### config.mk
export PLATFORM = sky130hd
export DESIGN_NAME = hbi_front
export DESIGN_NICKNAME = d
export VERILOG_FILES = /design/src/rtl/hbi_pkg.sv /design/src/rtl/hbi_sync.sv /design/src/rtl/hbi_edge.sv /design/src/rtl/hbi_addr_latch.sv /design/src/rtl/hbi_access.sv /design/src/rtl/hbi_front.sv
export SDC_FILE = /design/constraint.sdc
export NUM_CORES = 1
export LEC_CHECK = 0
export ABC_AREA = 1
export BUFFER_PORTS_ARGS = -buffer_cell sky130_fd_sc_hd__buf_2
export CAP_MARGIN = 10
export CORE_MARGIN = 1.5
export CORE_UTILIZATION = 45
export DETAILED_ROUTE_END_ITERATION = 16
export GPL_TIMING_DRIVEN = 1
export PLACE_DENSITY_LB_ADDON = 0.08
export SKIP_CTS_REPAIR_TIMING = 1
export SLEW_MARGIN = 20
export SYNTH_ARGS = -nofsm -noshare
export SYNTH_HDL_FRONTEND = slang
export SYNTH_SLANG_ARGS = --single-unit
### constraint.sdc
create_clock -name clk -period 3.1 [get_ports clk]
set_input_delay 0.62 -clock clk [delete_from_list [all_inputs] [get_ports clk]]
set_output_delay 0.62 -clock clk [all_outputs]
set_load 0.01 [all_outputs]
### src/rtl/hbi_pkg.sv
package hbi_pkg;
  typedef struct packed {
    logic cs_n;
    logic ale;
    logic rd_n;
    logic wr_n;
    logic mode;
  } hbi_ctl_t;

  localparam int CTL_W = $bits(hbi_ctl_t);
  localparam hbi_ctl_t CTL_IDLE = '{cs_n: 1'b1, ale: 1'b0, rd_n: 1'b1, wr_n: 1'b1, mode: 1'b0};
  localparam int SYNC_STAGES = 2;
endpackage

### src/rtl/hbi_sync.sv
module hbi_sync #(
  parameter int          W       = 1,
  parameter int          STAGES  = 2,
  parameter logic [W-1:0] RST_VAL = '0
) (
  input  logic         clk,
  input  logic         rst_n,
  input  logic [W-1:0] d,
  output logic [W-1:0] q
);
  logic [W-1:0] stg [STAGES];

  always_ff @(posedge clk or negedge rst_n) begin
    if (!rst_n) begin
      for (int i = 0; i < STAGES; i++) stg[i] <= RST_VAL;
    end else begin
      stg[0] <= d;
      for (int i = 1; i < STAGES; i++) stg[i] <= stg[i-1];
    end
  end

  assign q = stg[STAGES-1];
endmodule

### src/rtl/hbi_edge.sv
module hbi_edge #(
  parameter int           W       = 1,
  parameter logic [W-1:0] RST_VAL = '0
) (
  input  logic         clk,
  input  logic         rst_n,
  input  logic [W-1:0] d,
  output logic [W-1:0] rise,
  output logic [W-1:0] fall
);
  logic [W-1:0] prev_q;

  always_ff @(posedge clk or negedge rst_n) begin
    if (!rst_n) prev_q <= RST_VAL;
    else        prev_q <= d;
  end

  for (genvar b = 0; b < W; b++) begin : g_bit
    assign rise[b] = d[b] & ~prev_q[b];
    assign fall[b] = ~d[b] & prev_q[b];
  end
endmodule

### src/rtl/hbi_addr_latch.sv
module hbi_addr_latch #(
  parameter int ADDR_W = 12
) (
  input  logic              clk,
  input  logic              rst_n,
  input  logic              latch_en,
  input  logic [ADDR_W-1:0] addr_s,
  output logic [ADDR_W-1:0] addr_q
);
  logic [ADDR_W-1:0] addr_d;

  always_comb begin
    addr_d = addr_q;
    if (latch_en) addr_d = addr_s;
  end

  always_ff @(posedge clk or negedge rst_n) begin
    if (!rst_n) addr_q <= '0;
    else        addr_q <= addr_d;
  end
endmodule

### src/rtl/hbi_access.sv
module hbi_access #(
  parameter int DATA_W = 8
) (
  input  logic              clk,
  input  logic              rst_n,
  input  logic              rd_stb,
  input  logic              wr_stb,
  input  logic [DATA_W-1:0] wdata_s,
  input  logic [DATA_W-1:0] rdata_in,
  output logic              rd_pulse,
  output logic              wr_pulse,
  output logic [DATA_W-1:0] wdata_q,
  output logic [DATA_W-1:0] rdata_q
);
  logic              rd_pulse_d, wr_pulse_d;
  logic [DATA_W-1:0] wdata_d, rdata_d;

  always_comb begin
    rd_pulse_d = rd_stb;
    wr_pulse_d = wr_stb;
    wdata_d    = wdata_q;
    rdata_d    = rdata_q;
    if (wr_stb) wdata_d = wdata_s;
    if (rd_stb) rdata_d = rdata_in;
  end

  always_ff @(posedge clk or negedge rst_n) begin
    if (!rst_n) begin
      rd_pulse <= 1'b0;
      wr_pulse <= 1'b0;
      wdata_q  <= '0;
      rdata_q  <= '0;
    end else begin
      rd_pulse <= rd_pulse_d;
      wr_pulse <= wr_pulse_d;
      wdata_q  <= wdata_d;
      rdata_q  <= rdata_d;
    end
  end
endmodule

### src/rtl/hbi_front.sv
module hbi_front
  import hbi_pkg::*;
#(
  parameter int ADDR_W = 12,
  parameter int DATA_W = 8
) (
  input  logic              clk,
  input  logic              rst_n,
  input  logic              mode_sel_i,
  input  logic              cs_n_i,
  input  logic              ale_i,
  input  logic              rd_n_i,
  input  logic              wr_n_i,
  input  logic [ADDR_W-1:0] addr_i,
  input  logic [DATA_W-1:0] wdata_i,
  output logic [DATA_W-1:0] rdata_o,
  output logic [ADDR_W-1:0] reg_addr_o,
  output logic              reg_rd_o,
  output logic              reg_wr_o,
  output logic [DATA_W-1:0] reg_wdata_o,
  input  logic [DATA_W-1:0] reg_rdata_i
);
  localparam int          EDGE_W   = 3;
  localparam logic [2:0]  EDGE_RST = {CTL_IDLE.ale, CTL_IDLE.rd_n, CTL_IDLE.wr_n};

  // reset: asserted asynchronously, released on the clock
  logic [1:0] rst_q;
  logic       rst_sync_n;

  always_ff @(posedge clk or negedge rst_n) begin
    if (!rst_n) rst_q <= 2'b00;
    else        rst_q <= {rst_q[0], 1'b1};
  end
  assign rst_sync_n = rst_q[1];

  hbi_ctl_t          ctl_raw, ctl_s;
  logic [ADDR_W-1:0] addr_s;
  logic [DATA_W-1:0] wdata_s;

  assign ctl_raw = '{cs_n: cs_n_i, ale: ale_i, rd_n: rd_n_i, wr_n: wr_n_i, mode: mode_sel_i};

  hbi_sync #(.W(CTL_W), .STAGES(SYNC_STAGES), .RST_VAL(CTL_IDLE)) u_ctl_sync (
    .clk(clk), .rst_n(rst_sync_n), .d(ctl_raw), .q(ctl_s));

  hbi_sync #(.W(ADDR_W), .STAGES(SYNC_STAGES), .RST_VAL('0)) u_addr_sync (
    .clk(clk), .rst_n(rst_sync_n), .d(addr_i), .q(addr_s));

  hbi_sync #(.W(DATA_W), .STAGES(SYNC_STAGES), .RST_VAL('0)) u_wdata_sync (
    .clk(clk), .rst_n(rst_sync_n), .d(wdata_i), .q(wdata_s));

  logic [EDGE_W-1:0] stb_rise, stb_fall;

  hbi_edge #(.W(EDGE_W), .RST_VAL(EDGE_RST)) u_edge (
    .clk(clk), .rst_n(rst_sync_n),
    .d({ctl_s.ale, ctl_s.rd_n, ctl_s.wr_n}),
    .rise(stb_rise), .fall(stb_fall));

  logic intel_sel, cs_act, latch_stb, rd_stb, wr_stb;

  assign intel_sel = ~ctl_s.mode;
  assign cs_act    = ~ctl_s.cs_n & intel_sel;
  assign latch_stb = stb_fall[2] & cs_act;
  assign rd_stb    = stb_fall[1] & cs_act;
  assign wr_stb    = stb_rise[0] & cs_act;

  hbi_addr_latch #(.ADDR_W(ADDR_W)) u_addr (
    .clk(clk), .rst_n(rst_sync_n), .latch_en(latch_stb),
    .addr_s(addr_s), .addr_q(reg_addr_o));

  hbi_access #(.DATA_W(DATA_W)) u_acc (
    .clk(clk), .rst_n(rst_sync_n), .rd_stb(rd_stb), .wr_stb(wr_stb),
    .wdata_s(wdata_s), .rdata_in(reg_rdata_i),
    .rd_pulse(reg_rd_o), .wr_pulse(reg_wr_o),
    .wdata_q(reg_wdata_o), .rdata_q(rdata_o));
endmodule

==> flow_summary.toml <==
[critical_path]
endpoint = "u_addr.addr_q[10]$_DFFE_PN0P_"
crit_family = "simple AND/OR/NAND/NOR gates"
critPathLaunchType = "register"
r2r_start = "u_ctl_sync.q[0]$_DFF_PN0_"
max_stage_delay_ns = 0.59
critPathMostFrequentCell = "nand2_1"
critical_path_class = "register to register"
path_depth = 4
path_buf_inv = 0
path_cells = "nor2_4 -> nand2_1 -> nand2_1 -> nand2_1"
cp_data_arrival_time_ns = 1.97
startpoint = "u_ctl_sync.q[0]$_DFF_PN0_"
cp_data_required_time_ns = 3.33
cp_max_fo = 31
r2r_slack_ns = 1.35
slowest_stage = "nor2_4"
end_kind = "register"
rr_worst_depth = 4
r2r_end = "u_addr.addr_q[10]$_DFFE_PN0P_"

[grt]
grt_pass1_wl_mm = 6.76
grt_max_degree = 84
overflow = 0
grt_pass1_vias = 1454
antenna_found_initial = 0
grt.total_usage = 0.148

[sta]
post-route-min-period_ns = 1.75
min_period_over_period = 0.563
fin_worst_skew_ns = 0.0125
slew-limit-headroom = 0.490
final_max_slew_viol_count = 0
tns_ns = 0
setup_viol = 0
hold_viol_final = 0
grt_setup_unrepaired = "no"
tightest_slew_ns = 0.763
max_freq_mhz = 573

[cells_and_area]
drive_above_1_share = 0.357
final_nets = 293
layout_common_cells = "76 x dfrtp_1, 64 x buf_2, 57 x nand2_1"
num-fill-cells = 480
area_delta_synth_final_pct = 23.2
final_common_cell = "dfrtp_1"
diodes = 0

[min_path]
worstHoldPathType = "primary input to async pin"

[route]
remaining_drc_errors = 0
first_pass_iters = 5
first_iter_violations = 98
ant_nets = 0
wl_per_cell_um = 11.8
wl_mm = 3.96
dr_total_vias = 1491
via_per_inst = 4.45

[floorplanning]
fp-row-count = 27
core_um2 = 5570
pin_count = 65
initial_utilization = 0.470
die_w_um = 79.3
die_h_um = 79.3
dieArea_um2 = 6290

[logic_synthesis]
ys_seq_elements = 85
avgSynthCellArea_um2 = 14.0
syn_nets = 222
syn-cell-area_um2 = 2620
yosysUniqueCellTypes = 11
yosys_warnings = 0
ys_seq_area_frac = 0.815
synthCells = 187

[clock_tree]
cts_root_buffer = "clkbuf_8"
clkTransAtPathRegs_ns = 0.08
insertion_delay_ns = 0.34
h-tree-depth = 3
cts_sinks = 85
cts_tree = "done"
cts_max_path_buffers = 2
cts_buffers = 9

[power]
ir_drop_mv = 0.370
p_total_uw = 2330
leakagePower_uw = 0.00170
p_per_area_nw_per_um2 = 720

[place]
dp_hpwl_mm = 2.42
gp_routability_congestion = 0.695
portBuffers = 64

[outcome]
outcome = "complete, no violations"

[job]
drv_cap = 0
## flip-flops by register name, summed over array words and instances (netlist names), 8 cells and up
register,cells
u_wdata_sync.q,8
u_addr.addr_q,12
u_acc.wdata_q,8
u_addr_sync.stg,12
u_addr_sync.q,12
u_acc.rdata_q,8
u_wdata_sync.stg,8
## how the worst min path moves through the flow
stage	startpoint	to	slack, ns	depth (start not counted)
3_3_place_gp	u_addr_sync.stg[17]$_DFF_PN0_	u_addr_sync.q[5]$_DFF_PN0_	0.33	0
2_1_floorplan	rst_n	rst_q[0]$_DFF_PN0_	0.32	0
4_1_cts	rst_n	rst_q[1]$_DFF_PN0_	0.01	1
6_report	rst_n	rst_q[0]$_DFF_PN0_	0.04	1
5_1_grt	rst_n	rst_q[1]$_DFF_PN0_	0.02	1
3_5_place_dp	u_addr_sync.stg[22]$_DFF_PN0_	u_addr_sync.q[10]$_DFF_PN0_	0.33	0
## through the flow
step                      utilization  setup slack (ns)  instance area, µm²  cells  hold WS (ns)
final                           0.579              1.35                3230    335        0.0387
after global routing            0.579              1.15                3230    335        0.0187
after global placement          0.536              1.36                2990    318         0.332
after CTS                       0.576              1.32                3210    334        0.0146
after floorplan                     -             0.571                2620    187         0.324
after detailed placement        0.536              1.35                2990    318         0.335
## synthesized netlist by cell type
cell type  number  share of area
dfrtp_1        77           0.74
nand2_1        57          0.082
nand3_1        28          0.053
dfstp_2         8          0.080
inv_1           5         0.0072
buf_4           3         0.0086
nor2_4          3          0.013
buf_6           2         0.0086
nand2_4         2         0.0086
conb_1          1         0.0014
nor2_2          1         0.0024
## where the power goes
part / total (µW) / leakage (µW) / internal, µW / switching [µW]
Sequential: 1280 / 0.00101 / 1220 / 58.7
Clock: 832 / 0.000107 / 475 / 357
Combinational: 217 / 0.000585 / 93.4 / 123
Total: 2330 / 0.00170 / 1790 / 539
## area by class of cell
cell class | count | area [µm²] | share of cell area
repair buffers | 65 | 340 | 0.105
clock inverters | 4 | 72.6 | 0.0225
inverters | 5 | 18.8 | 0.00581
clock buffers | 12 | 145 | 0.0450
well taps | 72 | 90.1 | 0.0279
flip-flops and latches | 85 | 2140 | 0.663
multi-input cells | 92 | 420 | 0.130
## metal layers
metal | up-vias | global-route usage | share of wire
met4 | 0 | 0.0737 | 0.019
met5 | - | 0 | 0
met1 | 695 | 0.201 | 0.47
met2 | 57 | 0.206 | 0.43
li1 | 732 | - | -
met3 | 7 | 0.0598 | 0.081
## kinds of logic after synthesis
| logic type | count (synthesis) | share of synthesized area |
|---|---|---|
| simple gates | 91 | 0.159 |
| buf+inv | 10 | 0.0243 |
| flops | 85 | 0.815 |
| other cells | 1 | 0.00143 |
Power figures use the tool's default switching activity.
